===== src/rtl/swfc_pkg.sv =====
package swfc_pkg;
  // Which token a held-back first character may be starting
  typedef enum logic [1:0] {
    PF_NONE = 2'd0,
    PF_OFF  = 2'd1,
    PF_ON   = 2'd2
  } pfx_e;

  // Kind of token being sent
  typedef enum logic {
    TK_ON  = 1'b0,
    TK_OFF = 1'b1
  } tok_e;
endpackage


===== src/rtl/swfc_level_watch.sv =====
module swfc_level_watch import swfc_pkg::*; #(
  parameter int LVL_W    = 7,
  parameter int THR_W    = 4,
  parameter int SCALE_SH = 2,
  parameter int CHAR_W   = 8
) (
  input  logic                clk,
  input  logic                rst_n,
  input  logic                en,
  input  logic                pair_mode,
  input  logic [2*THR_W-1:0]  thresh,
  input  logic [LVL_W-1:0]    level,
  input  logic [CHAR_W-1:0]   on_a,
  input  logic [CHAR_W-1:0]   on_b,
  input  logic [CHAR_W-1:0]   off_a,
  input  logic [CHAR_W-1:0]   off_b,
  input  logic                tx_boundary,
  output logic                req,
  output logic [CHAR_W-1:0]   req_char
);
  logic [LVL_W-1:0] stop_lvl, go_lvl;
  logic             halted_q, halted_n;
  logic             busy_q, busy_n;
  logic             idx_q, idx_n;
  tok_e             kind_q, kind_n;

  // Nibbles scaled to byte counts
  assign stop_lvl = LVL_W'(thresh[THR_W-1:0]) << SCALE_SH;
  assign go_lvl   = LVL_W'(thresh[2*THR_W-1:THR_W]) << SCALE_SH;

  always_comb begin
    halted_n = halted_q;
    busy_n   = busy_q;
    idx_n    = idx_q;
    kind_n   = kind_q;
    // Hand-off of the current character at a boundary
    if (busy_q && tx_boundary) begin
      if (pair_mode && !idx_q) begin
        idx_n = 1'b1;
      end else begin
        busy_n = 1'b0;
        idx_n  = 1'b0;
      end
    end
    // Level decisions only while nothing is in flight
    if (!busy_q) begin
      if (!en) begin
        halted_n = 1'b0;
      end else if (!halted_q && (level >= stop_lvl)) begin
        busy_n   = 1'b1;
        kind_n   = TK_OFF;
        halted_n = 1'b1;
      end else if (halted_q && (level <= go_lvl)) begin
        busy_n   = 1'b1;
        kind_n   = TK_ON;
        halted_n = 1'b0;
      end
    end
  end

  always_ff @(posedge clk or negedge rst_n) begin
    if (!rst_n) begin
      halted_q <= 1'b0;
      busy_q   <= 1'b0;
      idx_q    <= 1'b0;
      kind_q   <= TK_ON;
    end else begin
      halted_q <= halted_n;
      busy_q   <= busy_n;
      idx_q    <= idx_n;
      kind_q   <= kind_n;
    end
  end

  assign req = busy_q;
  always_comb begin
    if (kind_q == TK_OFF) req_char = idx_q ? off_b : off_a;
    else                  req_char = idx_q ? on_b  : on_a;
  end
endmodule


===== src/rtl/swfc_rx_match.sv =====
module swfc_rx_match import swfc_pkg::*; #(
  parameter int CHAR_W = 8
) (
  input  logic              clk,
  input  logic              rst_n,
  input  logic              en,
  input  logic              pair_mode,
  input  logic              any_resume,
  input  logic [CHAR_W-1:0] on_a,
  input  logic [CHAR_W-1:0] on_b,
  input  logic [CHAR_W-1:0] off_a,
  input  logic [CHAR_W-1:0] off_b,
  input  logic              rx_valid,
  input  logic [CHAR_W-1:0] rx_char,
  input  logic              tx_boundary,
  output logic              push,
  output logic              pause
);
  pfx_e pfx_q, pfx_n;
  logic stopped_q, stopped_n;
  logic pause_q, pause_n;
  logic keep, fresh;

  always_comb begin
    keep      = 1'b1;
    fresh     = 1'b1;
    pfx_n     = pfx_q;
    stopped_n = stopped_q;
    if (!en) begin
      stopped_n = 1'b0;
      pfx_n     = PF_NONE;
    end else if (rx_valid) begin
      pfx_n = PF_NONE;
      // Completion of a two-character token
      if (pfx_q == PF_OFF && rx_char == off_b) begin
        keep      = 1'b0;
        stopped_n = 1'b1;
        fresh     = 1'b0;
      end else if (pfx_q == PF_ON && rx_char == on_b) begin
        keep      = 1'b0;
        stopped_n = 1'b0;
        fresh     = 1'b0;
      end
      if (fresh) begin
        if (rx_char == off_a) begin
          keep = 1'b0;
          if (pair_mode) pfx_n = PF_OFF;
          else           stopped_n = 1'b1;
        end else if (rx_char == on_a) begin
          keep = 1'b0;
          // Resume-on-anything swallows a lone first Xon character
          if (!pair_mode || (stopped_q && any_resume)) stopped_n = 1'b0;
          else                                         pfx_n = PF_ON;
        end else if (stopped_q && any_resume) begin
          stopped_n = 1'b0;
        end
      end
    end
  end

  // Pause is applied only at a character boundary; release follows at once
  assign pause_n = en && stopped_q && (pause_q || tx_boundary);

  always_ff @(posedge clk or negedge rst_n) begin
    if (!rst_n) begin
      pfx_q     <= PF_NONE;
      stopped_q <= 1'b0;
      pause_q   <= 1'b0;
    end else begin
      pfx_q     <= pfx_n;
      stopped_q <= stopped_n;
      pause_q   <= pause_n;
    end
  end

  assign push  = rx_valid && keep;
  assign pause = pause_q;
endmodule


===== src/rtl/swfc_ctrl.sv =====
module swfc_ctrl #(
  parameter  int FIFO_DEPTH = 64,
  parameter  int THR_W      = 4,
  parameter  int CHAR_W     = 8,
  localparam int LVL_W      = $clog2(FIFO_DEPTH + 1)
) (
  input  logic               clk,
  input  logic               rst_n,
  input  logic               cfg_gen_en,
  input  logic               cfg_obey_en,
  input  logic               cfg_pair_mode,
  input  logic               cfg_any_resume,
  input  logic [2*THR_W-1:0] cfg_thresh,
  input  logic [CHAR_W-1:0]  cfg_on_a,
  input  logic [CHAR_W-1:0]  cfg_on_b,
  input  logic [CHAR_W-1:0]  cfg_off_a,
  input  logic [CHAR_W-1:0]  cfg_off_b,
  input  logic [LVL_W-1:0]   rx_level,
  input  logic               rx_valid,
  input  logic [CHAR_W-1:0]  rx_char,
  input  logic               tx_boundary,
  output logic               tx_pause,
  output logic               fc_req,
  output logic [CHAR_W-1:0]  fc_char,
  output logic               rx_push
);
  localparam int SCALE_SH = $clog2(FIFO_DEPTH) - THR_W;

  swfc_level_watch #(
    .LVL_W(LVL_W), .THR_W(THR_W), .SCALE_SH(SCALE_SH), .CHAR_W(CHAR_W)
  ) i_level_watch (
    .clk(clk), .rst_n(rst_n), .en(cfg_gen_en), .pair_mode(cfg_pair_mode),
    .thresh(cfg_thresh), .level(rx_level),
    .on_a(cfg_on_a), .on_b(cfg_on_b), .off_a(cfg_off_a), .off_b(cfg_off_b),
    .tx_boundary(tx_boundary), .req(fc_req), .req_char(fc_char)
  );

  swfc_rx_match #(.CHAR_W(CHAR_W)) i_rx_match (
    .clk(clk), .rst_n(rst_n), .en(cfg_obey_en), .pair_mode(cfg_pair_mode),
    .any_resume(cfg_any_resume),
    .on_a(cfg_on_a), .on_b(cfg_on_b), .off_a(cfg_off_a), .off_b(cfg_off_b),
    .rx_valid(rx_valid), .rx_char(rx_char), .tx_boundary(tx_boundary),
    .push(rx_push), .pause(tx_pause)
  );
endmodule


===== config.mk =====
export PLATFORM = sky130hd
export DESIGN_NAME = swfc_ctrl
export DESIGN_NICKNAME = d
export VERILOG_FILES = /design/src/rtl/swfc_pkg.sv /design/src/rtl/swfc_level_watch.sv /design/src/rtl/swfc_rx_match.sv /design/src/rtl/swfc_ctrl.sv
export SDC_FILE = /design/constraint.sdc
export NUM_CORES = 1
export LEC_CHECK = 0
export BUFFER_PORTS_ARGS = -buffer_cell sky130_fd_sc_hd__buf_2
export CAP_MARGIN = 20
export CELL_PAD_IN_SITES_DETAIL_PLACEMENT = 1
export CELL_PAD_IN_SITES_GLOBAL_PLACEMENT = 1
export CORE_MARGIN = 2
export CORE_UTILIZATION = 30
export DETAILED_ROUTE_END_ITERATION = 12
export GPL_ROUTABILITY_DRIVEN = 0
export PLACE_DENSITY_LB_ADDON = 0.1
export SYNTH_ARGS = -nofsm -noshare
export SYNTH_HDL_FRONTEND = slang
export SYNTH_SLANG_ARGS = --single-unit

===== constraint.sdc =====
create_clock -name clk -period 1.67 [get_ports clk]
set_input_delay 0.334 -clock clk [delete_from_list [all_inputs] [get_ports clk]]
set_output_delay 0.334 -clock clk [all_outputs]
set_load 0.005 [all_outputs]

==> summary.txt, run 1 <==
Status
  – Status: finished with violations
  – Failing checks: negative setup slack

Route
  – Top sig layer: met4
  – Initial DRC count: 47
  – Drc violations: 0
  – Total Routed Length: 3970 µm
  – DR vias: 1302
  – Routed Antenna Nets: 0
  – Drt first pass iters: 4
  – Vias per cell: 4.86
  – WL met3: 201 µm
  – Met1 wire length: 1520 µm
  – DR WL/cell: 14.8 µm
  – Met2 Wirelength: 2180 µm

Placed design
  – Post-DP HPWL: 3270 µm
  – Cells after DPL: 257
  – DP Area: 1670 µm²
  – Port bufs: 73
  – Place WS: -229 ps

Logic synthesis
  – Cells after synthesis: 127
  – Seq/Total Area, Yosys: 17.4%
  – Post-synthesis mux area share: 15.6%
  – Mapped cell area: 1150 µm²
  – Synth Area in Simple Gates: 17.6%
  – Synth Area in Compound Gates: 11.9%
  – Syn_nets: 198
  – Largest family of logic cells by synthesized area: XOR/XNOR gates
  – Syn Area/Cell: 9.07 µm²
  – Flops & latches, synth: 8
  – Ys Warns: 0
  – Post-Synth Adder-Cell Area: 8.69%
  – XOR/XNOR share of the synthesized area: 24.3%
  – Netlist cell types: 30

Critical path
  – Crit path launch: i_rx_match.pfx_q[1]$_DFFE_PN0P_
  – Cell family contributing the most delay on the critical path: simple AND/OR/NAND/NOR gates
  – Worst Path Max Fanout: 3
  – CP Launch Type: register
  – Worst Path Required: 1340 ps
  – Worst path cell trace: nand3b_1, nor3_2, nor2_1, nand3_1, a21boi_1, buf_2
  – Reg2reg end: i_rx_match.pfx_q[0]$_DFFE_PN0P_
  – WP depth: 6
  – WS Path Type: register to primary output
  – Critical path arrival: 1480 ps
  – FF-to-FF Start: i_rx_match.pfx_q[1]$_DFFE_PN0P_
  – Slowest cell delay on critical path: 380 ps
  – Reg2reg path depth: 7
  – CP endpoint kind: primary output
  – Worst path bufs/invs: 1
  – Crit path to: rx_push
  – CP max stage cell: dfrtp_1
  – Reg2Reg Setup Slack: 120 ps

Final layout
  – Non-Filler Instances: 268
  – Ant. Diodes: 0
  – Commonest non-fill, non-tap cell in the layout: buf_2
  – Layout Nets: 293
  – Highest-count cells in the layout ignoring fill and taps: 64 x buf_2, 18 x buf_4, 16 x xor2_1, 14 x nand2_1, 14 x xnor2_1
  – Layout area overhead: 67.6%
  – Post-Layout Inst Area: 1930 µm²
  – Filler cells: 455
  – Share of layout cells above drive strength 1: 55.9%

Timing
  – Fin crit period: 1810 ps
  – Worst setup margin: -143 ps
  – # setup viols final: 6
  – Max frequency: 551 MHz
  – Max-slew violation count: 0
  – Fin Setup TNS: -237 ps
  – Relative slew slack: 78.3%
  – Clock Skews: 1.39 ps
  – RSZ-0062 raised after global routing: true
  – Slew of the pin with the lowest slew margin: 323 ps
  – Final Hold Fails: 0
  – Final period util: 109%

Die
  – Die area: 4350 µm²
  – Core Box Area: 3690 µm²
  – Initial core utilization: 31.2%
  – Cell row count: 22
  – I/O pin count: 74
  – Die Ht: 66.0 µm
  – DIE WIDTH: 66.0 µm

Hold path
  – WHS Path Cells: 2
  – Worst min-delay path category: primary input to register

Run
  – Max cap viols: 0

Clock tree
  – Clock buffer depth: 2
  – Total CTS buffers: 3
  – CTS tree: yes
  – Clock latency on the worst-skew pair: 220 ps
  – Root Buffer: clkbuf_8
  – Clock sinks: 8
  – Reg clk slew, reported paths: 40 ps
  – Depth of the CTS H-tree: 1

Global routing
  – Largest net degree at the start of global routing: 9
  – First-pass GRT wire length: 5950 µm
  – GR Util All Layers: 17.8%
  – Vias in the first global route: 1403
  – Initial antenna violation count: 0
  – Total gr overflow: 0

Power and ir drop
  – VDD IR max: 0.000303 V
  – PwrDens: 718 nW/µm²
  – P_leak: 0.924 nW
-- worst min path at each step --
stage,start,endpoint,slack [ps]
floorplan,rst_n,i_level_watch.halted_q$_DFFE_PN0P_,40
global placement,rst_n,i_rx_match.pause$_DFF_PN0_,180
detailed placement,rst_n,i_rx_match.stopped_q$_DFFE_PN0P_,180
CTS,cfg_obey_en,i_rx_match.pause$_DFF_PN0_,380
global route,cfg_obey_en,i_rx_match.pause$_DFF_PN0_,400
finish,cfg_obey_en,i_rx_match.pause$_DFF_PN0_,390
-- metal layers --
layer  up-vias  track usage (%)
li1        647                -
met1       606             18.4
met2        41             35.4
met3         8             2.73
met4         0             6.38
met5         -                0
-- sequential cells by signal (all words and copies together) (netlist names) --
name and count:
i_level_watch.kind_q 1, i_level_watch.idx_q 1, i_rx_match.pfx_q 2, i_rx_match.stopped_q 1
i_level_watch.req 1, i_level_watch.halted_q 1, i_rx_match.pause 1
-- cell families after synthesis --
group           Yosys count
compound gates           19
xor+xnor                 32
fa+ha+maj                 8
buf+inv                  13
flops                     8
mux                       8
simple gates             39
-- final cells by class --
| type | count | area, µm² | share of cell area (%) |
|---|---|---|---|
| clock buffers | 3 | 41.3 | 2.14 |
| inverters | 11 | 46.3 | 2.40 |
| flip-flops and latches | 8 | 201 | 10.4 |
| well taps | 48 | 60.1 | 3.11 |
| multi-input cells | 106 | 1010 | 52.1 |
| repair buffers | 92 | 576 | 29.8 |
-- metrics by stage --
step                hold WS, ps  utilization, %  power, W
floorplan                  38.4               -  0.000709
global placement            179            45.2   0.00104
detailed placement          180            45.2   0.00107
CTS                         379            47.9   0.00134
global route                396            52.4   0.00149
finish                      388            52.4   0.00139
-- cell usage after synthesis --
cell type / number / area (µm²)
nor4_1: 4 / 25.0
dfrtp_1: 8 / 200
o211ai_1: 1 / 7.51
nand3_1: 4 / 20.0
nand2b_1: 2 / 12.5
a211oi_1: 1 / 7.51
xor2_1: 16 / 140
nand4_1: 4 / 25.0
xnor2_1: 16 / 140
o211a_1: 2 / 20.0
or3_1: 1 / 6.26
mux4_2: 8 / 180
a21oi_1: 3 / 15.0
o21ai_0: 4 / 20.0
o31ai_2: 1 / 12.5
a21o_1: 1 / 7.51
inv_1: 11 / 41.3
nor3_1: 2 / 10.0
a21boi_0: 1 / 7.51
nand2_1: 14 / 52.6
a22o_1: 1 / 8.76
o21a_1: 1 / 7.51
a41oi_1: 1 / 8.76
o31ai_1: 2 / 15.0
nand3b_1: 2 / 15.0
nor2_1: 2 / 7.51
buf_2: 2 / 10.0
nor2b_1: 3 / 18.8
nor3_2: 1 / 10.0
ha_1: 8 / 100
-- what timing repair did --
item / in CTS / in global routing
buffers inserted: 3 / 4
gates resized for setup: 6 / 28
endpoints found under the setup margin: 9 / 12
hold buffers: 1 / 0
pin swaps: 5 / 15
hold endpoints to repair: 8 / 0
-- report_power, final --
part / switching [W] / leakage (nW) / internal (W)
clock network: 0.0000699 / 0.0216 / 0.000156
registers: 0.0000601 / 0.102 / 0.000241
logic: 0.000352 / 0.800 / 0.000508
total: 0.000482 / 0.924 / 0.000905
No activity file was read; power rests on OpenSTA's default activity.
==> run 2, diff against run 1 <==
--- a/config.mk
+++ b/config.mk
@@ -13,6 +13,7 @@
 export CORE_UTILIZATION = 30
 export DETAILED_ROUTE_END_ITERATION = 12
 export GPL_ROUTABILITY_DRIVEN = 0
+export MAX_ROUTING_LAYER = met4
 export PLACE_DENSITY_LB_ADDON = 0.1
 export SYNTH_ARGS = -nofsm -noshare
 export SYNTH_HDL_FRONTEND = slang
==> run 2 against run 1 <==
Utilization is the same. Sequential power is essentially flat. Via count grew 0.15%. Register-to-register slack is essentially flat. Fmax is essentially flat. First-iteration DRC count grew 26%. Sequential cell count is the same. Combinational power is essentially flat. Largest power group unchanged. The run still ends with negative setup slack left. Hold slack is essentially flat. Clock power is essentially flat. Critical path type unchanged. Critical path depth is the same. Final cell count is the same.
==> summary.txt, run 2 (synthesis gave the netlist of run 1 again) <==
Status
  – Status: finished with violations
  – Failing checks: negative setup slack

Final layout
  – Layout area overhead: 67.6% (unchanged)
  – Max reg flops: 2 (unchanged)
  – Flip-flop and latch area: 201 µm² (unchanged)
  – Filler cells: 455 (unchanged)
  – Layout Nets: 293 (unchanged)
  – Fin util: 52.4% (unchanged)
  – Share of layout cells above drive strength 1: 55.9% (unchanged)
  – Highest-count cells in the layout ignoring fill and taps: 64 x buf_2, 18 x buf_4, 16 x xor2_1, 14 x nand2_1, 14 x xnor2_1
  – Multi-input logic area: 1010 µm² (unchanged)
  – Biggest register: i_rx_match.pfx_q
  – Ant. Diodes: 0 (unchanged)
  – Commonest non-fill, non-tap cell in the layout: buf_2
  – Non-Filler Instances: 268 (unchanged)

Route
  – Drt first pass iters: 4 (unchanged)
  – Drc violations: 0 (unchanged)
  – Initial DRC count: 59 (+26%)
  – DR WL/cell: 14.8 µm (-0.10%)
  – DR vias: 1304 (+0.15%)
  – Routed Antenna Nets: 0 (unchanged)
  – Total Routed Length: 3970 µm (-0.10%)
  – Vias per cell: 4.87 (+0.15%)

Timing
  – Final period util: 109% (about the same)
  – RSZ-0062 raised after global routing: true
  – Fin crit period: 1810 ps (+0.0930 ps)
  – Clock Skews: 1.28 ps (-0.106 ps)
  – Worst setup margin: -143 ps (-0.0930 ps)
  – Relative slew slack: 78.3% (unchanged)
  – Max-slew violation count: 0 (unchanged)
  – Max frequency: 551 MHz (about the same)
  – Final Hold Fails: 0 (unchanged)
  – # setup viols final: 6 (unchanged)
  – Slew of the pin with the lowest slew margin: 323 ps (unchanged)

Global routing
  – Largest net degree at the start of global routing: 9 (unchanged)
  – Initial antenna violation count: 0 (unchanged)
  – Vias in the first global route: 1404 (+0.071%)
  – First-pass GRT wire length: 5950 µm (-0.12%)
  – GR Util All Layers: 18.2% (+0.47 points)
  – Total gr overflow: 0 (unchanged)

Critical path
  – Critical path arrival: 1480 ps (about the same)
  – Worst Path Required: 1340 ps (about the same)
  – Worst path bufs/invs: 1 (unchanged)
  – Cell family contributing the most delay on the critical path: simple AND/OR/NAND/NOR gates
  – WS Path Type: register to primary output
  – CP endpoint kind: primary output
  – Reg2reg path depth: 7 (unchanged)
  – Worst path cell trace: nand3b_1, nor3_2, nor2_1, nand3_1, a21boi_1, buf_2
  – CP Launch Type: register
  – WP depth: 6 (unchanged)
  – Slowest cell delay on critical path: 380 ps (about the same)
  – CP max stage cell: dfrtp_1
  – Worst Path Max Fanout: 3 (unchanged)

Power and ir drop
  – PwrDens: 718 nW/µm² (about the same)
  – Overall power: 0.00139 W (about the same)
  – VDD IR max: 0.000303 V (about the same)
  – P_leak: 0.924 nW (unchanged)

Die
  – Cell row count: 22 (unchanged)
  – Die area: 4350 µm² (unchanged)
  – I/O pin count: 74 (unchanged)
  – Initial core utilization: 31.2% (unchanged)
  – DIE WIDTH: 66.0 µm (unchanged)
  – Die Ht: 66.0 µm (unchanged)
  – Core Box Area: 3690 µm² (unchanged)

Hold path
  – WHS Path Cells: 2 (unchanged)
  – Worst min-delay path category: primary input to register

Placed design
  – Port bufs: 73 (unchanged)
  – Post-DP HPWL: 3270 µm (unchanged)
  – Cells after DPL: 257 (unchanged)

Clock tree
  – Clock sinks: 8 (unchanged)
  – Clock latency on the worst-skew pair: 220 ps (about the same)
  – CTS tree: yes
  – Clock buffer depth: 2 (unchanged)
  – Root Buffer: clkbuf_8
  – Total CTS buffers: 3 (unchanged)
  – Depth of the CTS H-tree: 1 (unchanged)
  – Reg clk slew, reported paths: 40 ps (about the same)

Run
  – Max cap viols: 0 (unchanged)
-- run 2: worst register-to-register path: stages, from the launching register on --
cell and delay (ps):
dfrtp_1 380, nand3b_1 200, nor3_2 290, nor2_1 100, buf_4 140, buf_4 120
nand4_1 110, o21ai_0 90
-- run 2: final timing paths --
kind | startpoint | to | slack [ps]
max in group asynchronous | rst_n | i_level_watch.kind_q$_DFFE_PN0P_ | 1020
max reg2reg | i_rx_match.pfx_q[1]$_DFFE_PN0P_ | i_rx_match.pfx_q[0]$_DFFE_PN0P_ | 120
min reg2reg | i_rx_match.pause$_DFF_PN0_ | i_rx_match.pause$_DFF_PN0_ | 500
min in group asynchronous | rst_n | i_level_watch.idx_q$_DFFE_PN0P_ | 470
min | cfg_obey_en | i_rx_match.pause$_DFF_PN0_ | 390
max | i_rx_match.pfx_q[1]$_DFFE_PN0P_ | rx_push | -140
-- run 2: layout make-up --
cell class | count | area share [%]
clock buffer | 3 | 2.14
multi-input combinational | 106 | 52.1
timing repair buffer | 92 | 29.8
tap | 48 | 3.11
sequential | 8 | 10.4
inverter | 11 | 2.40
-- run 2: through the flow --
stage                     hold slack, ps  cell area (µm²)  setup slack [ps]  setup TNS [ps]
after floorplan                     38.4             1160              14.2               0
after global placement               179             1670              -130            -450
after detailed placement             180             1670              -229            -750
after CTS                            379             1770             -64.4            -241
after global routing                 396             1930              -187            -743
final                                388             1930              -143            -237
-- run 2: per-layer routing --
metal / global-route usage [%] / part of all wire (%) / vias to the layer above / wire length [µm]
met3: 2.39 / 4.6 / 8 / 181
li1: - / - / 647 / -
met2: 35.4 / 55 / 41 / 2180
met4: 6.38 / 1.8 / 0 / 72
met5: - / 0 / - / 0
met1: 18.7 / 39 / 608 / 1540
-- run 2: repair_timing --
| action | CTS | global route |
|---|---|---|
| pin swaps | 5 | 15 |
| cloned | 0 | 0 |
| hold buffers | 1 | 0 |
| setup endpoints to repair | 9 | 12 |
| resized for setup | 6 | 28 |
| endpoints found under the hold margin | 8 | 0 |
| buffers inserted | 3 | 4 |
-- run 2: power breakdown --
part	switching [W]	internal (W)
clock	0.0000700	0.000156
sequential	0.0000602	0.000241
combinational	0.000352	0.000508
total	0.000482	0.000905
